File: src/rtl/wdog_pkg.sv
package wdog_pkg;
  localparam int REG_W   = 8;
  localparam int SEL_W   = 4;
  // control register bit positions
  localparam int B_PS0   = 0;
  localparam int B_PS1   = 1;
  localparam int B_PS2   = 2;
  localparam int B_RE    = 3;
  localparam int B_CE    = 4;
  localparam int B_PS3   = 5;
  localparam int B_IE    = 6;
  // status register bit position
  localparam int B_FLAG  = 3;

  typedef struct packed {
    logic             ie;
    logic             re;
    logic [SEL_W-1:0] ps;
  } wdog_cfg_t;

  function automatic logic [REG_W-1:0] ctl_image(input wdog_cfg_t c, input logic ce);
    logic [REG_W-1:0] v;
    v        = '0;
    v[B_PS0] = c.ps[0];
    v[B_PS1] = c.ps[1];
    v[B_PS2] = c.ps[2];
    v[B_PS3] = c.ps[3];
    v[B_RE]  = c.re;
    v[B_CE]  = ce;
    v[B_IE]  = c.ie;
    return v;
  endfunction

  function automatic logic [SEL_W-1:0] ps_of(input logic [REG_W-1:0] d);
    return {d[B_PS3], d[B_PS2], d[B_PS1], d[B_PS0]};
  endfunction
endpackage

File: src/rtl/wdog_unlock.sv
module wdog_unlock #(
  parameter int WIN = 4
) (
  input  logic clk,
  input  logic rst_n,
  input  logic arm,
  input  logic consume,
  output logic open
);
  localparam int CW = $clog2(WIN + 1);

  logic [CW-1:0] left_q;

  always_ff @(posedge clk or negedge rst_n) begin
    if (!rst_n)          left_q <= '0;
    else if (arm)        left_q <= CW'(WIN);
    else if (consume)    left_q <= '0;
    else if (left_q != '0) left_q <= left_q - CW'(1);
  end

  assign open = (left_q != '0);
endmodule

File: src/rtl/wdog_cfg.sv
module wdog_cfg
  import wdog_pkg::*;
(
  input  logic             clk,
  input  logic             rst_n,
  input  logic             wr_ctl,
  input  logic [REG_W-1:0] wdata,
  input  logic             open,
  input  logic             hw_ie_clr,
  output wdog_cfg_t        cfg,
  output logic             arm,
  output logic             applied,
  output logic             sw_ie_clr
);
  wdog_cfg_t cfg_q;

  assign arm       = wr_ctl & wdata[B_CE] & wdata[B_RE];
  assign applied   = wr_ctl & open & ~arm;
  assign sw_ie_clr = wr_ctl & ~wdata[B_IE];

  always_ff @(posedge clk or negedge rst_n) begin
    if (!rst_n) begin
      cfg_q <= '0;
    end else begin
      if (applied) begin
        cfg_q.re <= wdata[B_RE];
        cfg_q.ps <= ps_of(wdata);
      end
      if (hw_ie_clr)   cfg_q.ie <= 1'b0;
      else if (wr_ctl) cfg_q.ie <= wdata[B_IE];
    end
  end

  assign cfg = cfg_q;
endmodule

File: src/rtl/wdog_timer.sv
module wdog_timer #(
  parameter int BASE_LOG2 = 11,
  parameter int SEL_W     = 4
) (
  input  logic             clk,
  input  logic             rst_n,
  input  logic             active,
  input  logic [SEL_W-1:0] ps,
  input  logic             tick,
  input  logic             clr,
  output logic             expire,
  output logic             cnt_idle
);
  localparam int CNT_W = BASE_LOG2 + (1 << SEL_W) - 1;
  localparam int SH_W  = $clog2(CNT_W + 1);

  logic [CNT_W-1:0] cnt_q;
  logic [CNT_W-1:0] last;
  logic [SH_W-1:0]  shamt;
  logic             hit;

  assign shamt = SH_W'(BASE_LOG2) + SH_W'(ps);
  // at the largest select the shift leaves the word and the result wraps to all ones
  assign last  = (CNT_W'(1) << shamt) - CNT_W'(1);
  assign hit   = (cnt_q == last);
  assign expire = active & tick & ~clr & hit;

  always_ff @(posedge clk or negedge rst_n) begin
    if (!rst_n)                cnt_q <= '0;
    else if (!active || clr)   cnt_q <= '0;
    else if (tick)             cnt_q <= hit ? '0 : cnt_q + CNT_W'(1);
  end

  assign cnt_idle = (cnt_q == '0);
endmodule

File: src/rtl/wdog_action.sv
module wdog_action (
  input  logic clk,
  input  logic rst_n,
  input  logic expire,
  input  logic re,
  input  logic ie,
  input  logic irq_ack,
  input  logic sw_ie_clr,
  input  logic flag_wr,
  input  logic flag_wbit,
  output logic hw_ie_clr,
  output logic irq,
  output logic sys_rst,
  output logic flag
);
  logic irq_q, rst_q, flag_q;
  logic fire_irq, fire_rst;

  assign fire_irq  = expire & ie;
  assign fire_rst  = expire & re & ~ie;
  assign hw_ie_clr = fire_irq & re;

  always_ff @(posedge clk or negedge rst_n) begin
    if (!rst_n) begin
      irq_q  <= 1'b0;
      rst_q  <= 1'b0;
      flag_q <= 1'b0;
    end else begin
      rst_q <= fire_rst;
      if (fire_irq)                  irq_q <= 1'b1;
      else if (irq_ack || sw_ie_clr) irq_q <= 1'b0;
      if (fire_rst)                  flag_q <= 1'b1;
      else if (flag_wr && !flag_wbit) flag_q <= 1'b0;
    end
  end

  assign irq     = irq_q;
  assign sys_rst = rst_q;
  assign flag    = flag_q;
endmodule

File: src/rtl/wdog_top.sv
module wdog_top
  import wdog_pkg::*;
#(
  parameter int BASE_LOG2  = 11,
  parameter int UNLOCK_WIN = 4
) (
  input  logic             clk,
  input  logic             rst_n,
  input  logic             reg_wr,
  input  logic             reg_sel,
  input  logic [REG_W-1:0] reg_wdata,
  output logic [REG_W-1:0] reg_rdata,
  input  logic             restart,
  input  logic             irq_ack,
  input  logic             tick_en,
  output logic             irq,
  output logic             sys_rst
);
  wdog_cfg_t cfg;
  logic wr_ctl, wr_sts, arm, applied, sw_ie_clr, hw_ie_clr;
  logic win_open, expire, cnt_idle, flag, active;
  logic [REG_W-1:0] sts_image;
  logic unused_wdata;

  assign wr_ctl = reg_wr & ~reg_sel;
  assign wr_sts = reg_wr &  reg_sel;
  assign active = cfg.re | cfg.ie;
  assign unused_wdata = ^{reg_wdata[7:4], reg_wdata[2:0]};

  wdog_unlock #(.WIN(UNLOCK_WIN)) u_unlock (
    .clk(clk), .rst_n(rst_n), .arm(arm), .consume(applied), .open(win_open)
  );

  wdog_cfg u_cfg (
    .clk(clk), .rst_n(rst_n), .wr_ctl(wr_ctl), .wdata(reg_wdata),
    .open(win_open), .hw_ie_clr(hw_ie_clr), .cfg(cfg), .arm(arm),
    .applied(applied), .sw_ie_clr(sw_ie_clr)
  );

  wdog_timer #(.BASE_LOG2(BASE_LOG2), .SEL_W(SEL_W)) u_timer (
    .clk(clk), .rst_n(rst_n), .active(active), .ps(cfg.ps), .tick(tick_en),
    .clr(restart | applied), .expire(expire), .cnt_idle(cnt_idle)
  );

  wdog_action u_action (
    .clk(clk), .rst_n(rst_n), .expire(expire), .re(cfg.re), .ie(cfg.ie),
    .irq_ack(irq_ack), .sw_ie_clr(sw_ie_clr), .flag_wr(wr_sts),
    .flag_wbit(reg_wdata[B_FLAG]), .hw_ie_clr(hw_ie_clr), .irq(irq),
    .sys_rst(sys_rst), .flag(flag)
  );

  always_comb begin
    sts_image         = '0;
    sts_image[B_FLAG] = flag;
  end

  assign reg_rdata = reg_sel ? sts_image : ctl_image(cfg, win_open);
endmodule

File: config.mk
export PLATFORM = sky130hd
export DESIGN_NAME = wdog_top
export DESIGN_NICKNAME = d
export VERILOG_FILES = /design/src/rtl/wdog_pkg.sv /design/src/rtl/wdog_unlock.sv /design/src/rtl/wdog_cfg.sv /design/src/rtl/wdog_timer.sv /design/src/rtl/wdog_action.sv /design/src/rtl/wdog_top.sv
export SDC_FILE = /design/constraint.sdc
export NUM_CORES = 1
export LEC_CHECK = 0
export BUFFER_PORTS_ARGS = -buffer_cell sky130_fd_sc_hd__buf_2
export CAP_MARGIN = 20
export CORE_UTILIZATION = 40
export CTS_CLUSTER_DIAMETER = 30
export DETAILED_ROUTE_END_ITERATION = 16
export SETUP_SLACK_MARGIN = 0.5
export SYNTH_ARGS = -nofsm -noshare
export SYNTH_HDL_FRONTEND = slang
export SYNTH_HIERARCHICAL = 1
export SYNTH_SLANG_ARGS = --single-unit
File: constraint.sdc
create_clock -name clk -period 5.07 [get_ports clk]
set_input_delay 0.2535 -clock clk [delete_from_list [all_inputs] [get_ports clk]]
set_output_delay 0.2535 -clock clk [all_outputs]
set_load 0.05 [all_outputs]
==> impl_metrics.csv, run 1 <==
group,metric,value,unit
run_status,status,"finished, final reports clean",
power,p_clk_share,18.3,%
setup_path,cp_data_required_time,5.25,ns
placed_design,gp_congestion,0.8371,
cts,clock_path_buffers,2,
cts,postCtsHoldBufs,0,
cts,worstSkewPairLatency,0.30,ns
timing,max_freq,250.5,MHz
cts,ctsResizeCount,0,
drt,wl_per_cell,15.71,um
setup_path,crit_path_end_kind,"register",
drt,drt_first_pass_iters,4,
power,combPwrFrac,59.8,%
timing,rsz0062_at_grt,"false",
power,p_sw,0.0008198,W
global_routing,grt_use_total,20.12,%
yosys,syn_inst,391,
floorplan,dieHeight,92.94,um
drt,num_vias,2933,
timing,hold_viol_final,0,
setup_path,path_class,"reg2reg",
timing,fin_worst_skew,0.01491,ns
cells_and_area,drive_above_1_share,17.33,%
floorplan,die-area,0.008638,mm2
global_routing,grt_pass1_wl,13.97,mm
timing,slew_headroom,41.91,%
global_routing,antenna_found_initial,0,
drt,drc_errors,0,
power,p_int,0.0009455,W
setup_path,startpoint,"u_cfg/cfg[1]",
placed_design,io_buffers,22,
drt,routed_via_density,5.796,
setup_path,start_kind,"register",
job,maxCapViolations,0,
cts,cts_buffers,5,
floorplan,rows,32,
timing,period_needed,3.992,ns
global_routing,grt_max_degree,39,
drt,drt_iter0_drc,254,
floorplan,core_area,0.007848,mm2
drt,drtAntennaViolNets,0,
cts,htree_levels,2,
global_routing,grt_overflow,0,
cts,cts_setup_buffers,0,
timing,period_share,78.74,%
cts,path_clk_slew,0.09,ns
worst_hold_path,min_path_type,"in2async",
floorplan,die_w,92.94,um
power,seq_power_share,21.9,%
timing,fin_setup_tns,0,ns
setup_path,worstPathMaxFanout,31,
floorplan,initial_core_util,42.16,%
cells_and_area,mostFrequentLayoutCell,"dfrtp_1",
placed_design,dp_slack,1.130,ns
timing,drv_slew,0,
global_routing,grt_pass1_vias,2860,
cells_and_area,fin_nets,425,
yosys,syn-cell-area,0.003308,mm2
drt,drt-total-wl,7.948,mm
timing,setup_viol,0,
floorplan,pin_count,25,
power,pwr_density_cell,487.7,mW/mm2
power,p_leak,1.589,nW
cts,cts_sinks,38,
cts,cts_tree,"built",
cells_and_area,layout_common_cells,"dfrtp_1 (38), nand2_1 (29), nand3_1 (28), nor2_1 (27)",
cells_and_area,diodes,0,
setup_path,crit-reg2reg-launch,"u_cfg/cfg[1]",
setup_path,cp.arrival,4.17,ns
placed_design,hpwl,5.634,mm
yosys,ys_warn_count,6,
cts,clock-root-buffer,"clkbuf_8",
timing,tightestPinTransition,0.8713,ns
power,switching_share,46.44,%
setup_path,rr_worst_depth,13,
yosys,synth.avg_cell_area,8.461,um2
cells_and_area,syn2layout_area_growth,9.417,%
timing,layout_setup_ws,1.078,ns
power,peakVddDrop,0.0002749,V
## routing by layer
layer | routed length, um | global-route usage [%] | share of wire, % | vias up
met5 | 0 | 0 | 0 | -
li1 | - | - | - | 1443
met2 | 3757 | 32.35 | 47 | 61
met1 | 3764 | 28.20 | 47 | 1418
met4 | 93 | 5.256 | 1.2 | 0
met3 | 332 | 2.874 | 4.2 | 11
## power by group through the flow
stage	Combinational (W)	Sequential, W	Clock, W
floorplan	0.000837	0.000381	0
global placement	0.00102	0.000392	0
detailed placement	0.00104	0.000393	0
CTS	0.00104	0.000387	0.000329
global route	0.00116	0.000394	0.000343
finish	0.00106	0.000387	0.000323
## stage by stage
stage / hold WS, ns / area, um2 / utilization, % / std cells / total power [W]
floorplan: -0.04209 / 3312 / - / 392 / 0.001218
global placement: 0.4355 / 3482 / 44.37 / 498 / 0.001410
detailed placement: 0.4392 / 3482 / 44.37 / 498 / 0.001432
CTS: 0.09854 / 3620 / 46.13 / 506 / 0.001758
global route: 0.1375 / 3620 / 46.13 / 506 / 0.001896
finish: 0.05339 / 3620 / 46.13 / 506 / 0.001765
## worst max-delay path: stages, from the launching register on
cell and delay, ns:
dfrtp_1 0.35, nor2_1 0.05, buf_4 0.16, ha_1 0.73, inv_1 0.17, o31ai_1 0.39, a21oi_1 0.14, or2_2 0.31
or4_4 0.53, nor4_4 0.26, a21oi_2 0.09, buf_4 0.23, and3_1 0.20, a221o_1 0.25
## worst paths after layout
check | end | slack (ns)
setup / recovery | u_timer/cnt_q[13] | 1.08
hold / removal | u_timer/cnt_q[21] | 0.05
setup reg to reg | u_timer/cnt_q[13] | 1.08
hold reg to reg | u_action/irq | 0.50
max in group asynchronous | u_unlock/left_q[0] | 4.45
min in group clk | u_cfg/cfg[1] | 0.18
## area by class of cell
cell class / count / area [um2]
fill: 794 / 4228
multi-input combinational: 319 / 2207
sequential: 38 / 950.9
timing repair buffer: 28 / 155.1
tap: 102 / 127.6
clock buffer: 5 / 68.82
clock inverter: 3 / 68.82
inverter: 11 / 41.29
## flip-flops by register name (all words and copies together) (netlist names)
| register | count |
|---|---|
| u_action/irq | 1 |
| u_action/sys_rst | 1 |
| u_cfg/cfg | 6 |
| u_action/flag | 1 |
| u_timer/cnt_q | 26 |
| u_unlock/left_q | 3 |
Power figures use the tool's default switching activity.
==> inputs of run 2 (changes only) <==
clock period = 3.9 ns   (was 5.07 ns; I/O delays follow)
==> run 2 against run 1 <==
Net effect:
- design area increased by 7.9%
- critical path type unchanged
- die area unchanged
- via count increased by 3.5%
- global-route usage about the same
- total power increased by 46%
- sequential cell count unchanged
- final cell count increased by 2.8%
- routed wire length increased by 6.9%
- count of clock-buffer cells in the layout increased by 1
- fmax increased by 15%
- the run now ends with negative hold slack left
- first-iteration DRC count decreased by 13%
- sequential share of layout area decreased by 1.9 points
==> impl_metrics.csv, run 2 (synthesized netlist as in run 1, its figures left out) <==
group,metric,value,unit
run_status,status,"finished with violations",
run_status,failed_checks,"negative hold slack",
placed_design,io_buffers,22,
power,peakVddDrop,0.0004126,V
power,pwr_density_cell,658.4,mW/mm2
cts,cts_tree,"built",
cells_and_area,mostFrequentLayoutCell,"dfrtp_1",
floorplan,pin_count,25,
floorplan,initial_core_util,42.16,%
floorplan,rows,32,
job,maxCapViolations,0,
cts,htree_levels,2,
placed_design,dp_slack,0.3315,ns
cells_and_area,syn2layout_area_growth,18.04,%
global_routing,grt_overflow,0,
placed_design,dp.cells,500,
cells_and_area,fin_nets,440,
global_routing,grt_pass1_vias,2784,
drt,num_vias,3037,
cts,path_clk_slew,0.09,ns
timing,slew_headroom,41.56,%
cts,cts_sinks,38,
timing,fin_worst_skew,0.01299,ns
timing,hold_viol_final,1,
drt,drc_errors,0,
drt,routed_via_density,5.840,
timing,worst_hold_slack,-0.001374,ns
power,p_leak,1.688,nW
floorplan,die_w,92.94,um
setup_path,cp_data_required_time,4.09,ns
cts,clock_path_buffers,2,
cells_and_area,layout_common_cells,"dfrtp_1 (37), nand2_1 (29), nand3_1 (28), nor2_1 (25)",
cells_and_area,instances_no_fill,520,
drt,wl_per_cell,16.35,um
setup_path,reg2reg_slack,0.42,ns
cells_and_area,num-fill-cells,767,
timing,max_freq,287.7,MHz
timing,layout_setup_ws,0.4241,ns
cells_and_area,multi_input_area,0.002340,mm2
setup_path,cp.arrival,3.66,ns
global_routing,grt_pass1_wl,13.78,mm
cells_and_area,top_register,"u_timer/cnt_q",
cts,worstSkewPairLatency,0.30,ns
cells_and_area,seq_area,952.2,um2
drt,drt_first_pass_iters,4,
cts,clock-root-buffer,"clkbuf_8",
global_routing,grt_use_total,20.16,%
drt,drt-total-wl,8.500,mm
cts,postCtsHoldBufs,0,
global_routing,grt_max_degree,39,
timing,fin_setup_tns,0,ns
cells_and_area,diodes,0,
placed_design,hpwl,5.683,mm
setup_path,crit_path_end_kind,"register",
drt,drtAntennaViolNets,0,
floorplan,die-area,0.008638,mm2
setup_path,path_class,"reg2reg",
timing,tightestPinTransition,0.8767,ns
timing,rsz0062_at_grt,"true",
floorplan,dieHeight,92.94,um
timing,period_needed,3.476,ns
worst_hold_path,min_path_type,"in2async",
cells_and_area,drive_above_1_share,24.64,%
setup_path,worstPathMaxFanout,8,
placed_design,gp_congestion,0.8335,
timing,drv_slew,0,
cts,cts_buffers,5,
timing,period_share,89.13,%
setup_path,start_kind,"register",
global_routing,antenna_found_initial,0,
drt,drt_iter0_drc,221,
floorplan,core_area,0.007848,mm2
timing,setup_viol,0,
cells_and_area,largest_reg_flops,26,
run 2: layout make-up:
cell class	count	share of cell area, %
Tap cell	102	3.268
Multi-Input combinational cell	319	59.92
Clock inverter	1	0.7690
Inverter	11	1.057
Clock buffer	6	2.115
Timing Repair Buffer	43	8.491
Sequential cell	38	24.38
run 2: power by group:
group / switching (W) / internal (W)
logic: 0.000982 / 0.000728
clock network: 0.000159 / 0.000205
registers: 0.0000573 / 0.000441
run 2: worst paths after layout:
kind	start	end	cells past startpoint
hold reg to reg	u_action/irq	u_action/irq	1
min in group clk	reg_wdata[2]	u_cfg/cfg[2]	2
max in group asynchronous	rst_n	u_cfg/cfg[2]	1
setup / recovery	u_cfg/cfg[2]	u_timer/cnt_q[16]	13
hold / removal	rst_n	u_timer/cnt_q[25]	1
setup reg to reg	u_cfg/cfg[2]	u_timer/cnt_q[16]	13
run 2: routing by layer:
layer	vias to the layer above	track usage (%)	share of wire, %
li1	1470	-	-
met1	1482	27.43	45
met2	76	32.90	49
met3	9	3.284	4.9
met4	0	5.513	1.1
met5	-	0	0
run 2: worst max-delay path, stage by stage (launching register included):
cell,delay [ns]
dfrtp_2,0.40
inv_1,0.10
ha_4,0.32
buf_4,0.15
nand2b_1,0.10
o221ai_1,0.27
nor2_1,0.12
a22o_1,0.27
or4_4,0.55
nor4_4,0.36
a21oi_4,0.14
buf_12,0.16
and3_1,0.15
a221o_1,0.26
run 2: stage by stage:
| step | area, um2 | power, W | utilization (%) |
|---|---|---|---|
| 2_1_floorplan | 3357 | 0.001642 | - |
| 3_3_place_gp | 3521 | 0.001894 | 44.87 |
| 3_5_place_dp | 3521 | 0.001913 | 44.87 |
| 6_report | 3905 | 0.002571 | 49.76 |
| 5_1_grt | 3905 | 0.002744 | 49.76 |
| 4_1_cts | 3685 | 0.002345 | 46.95 |
run 2: timing repair:
action | CTS | global route
setup endpoints to repair | 8 | 12
pin swaps | 4 | 17
gates cloned | 0 | 2
setup buffers | 2 | 9
resized for setup | 6 | 23
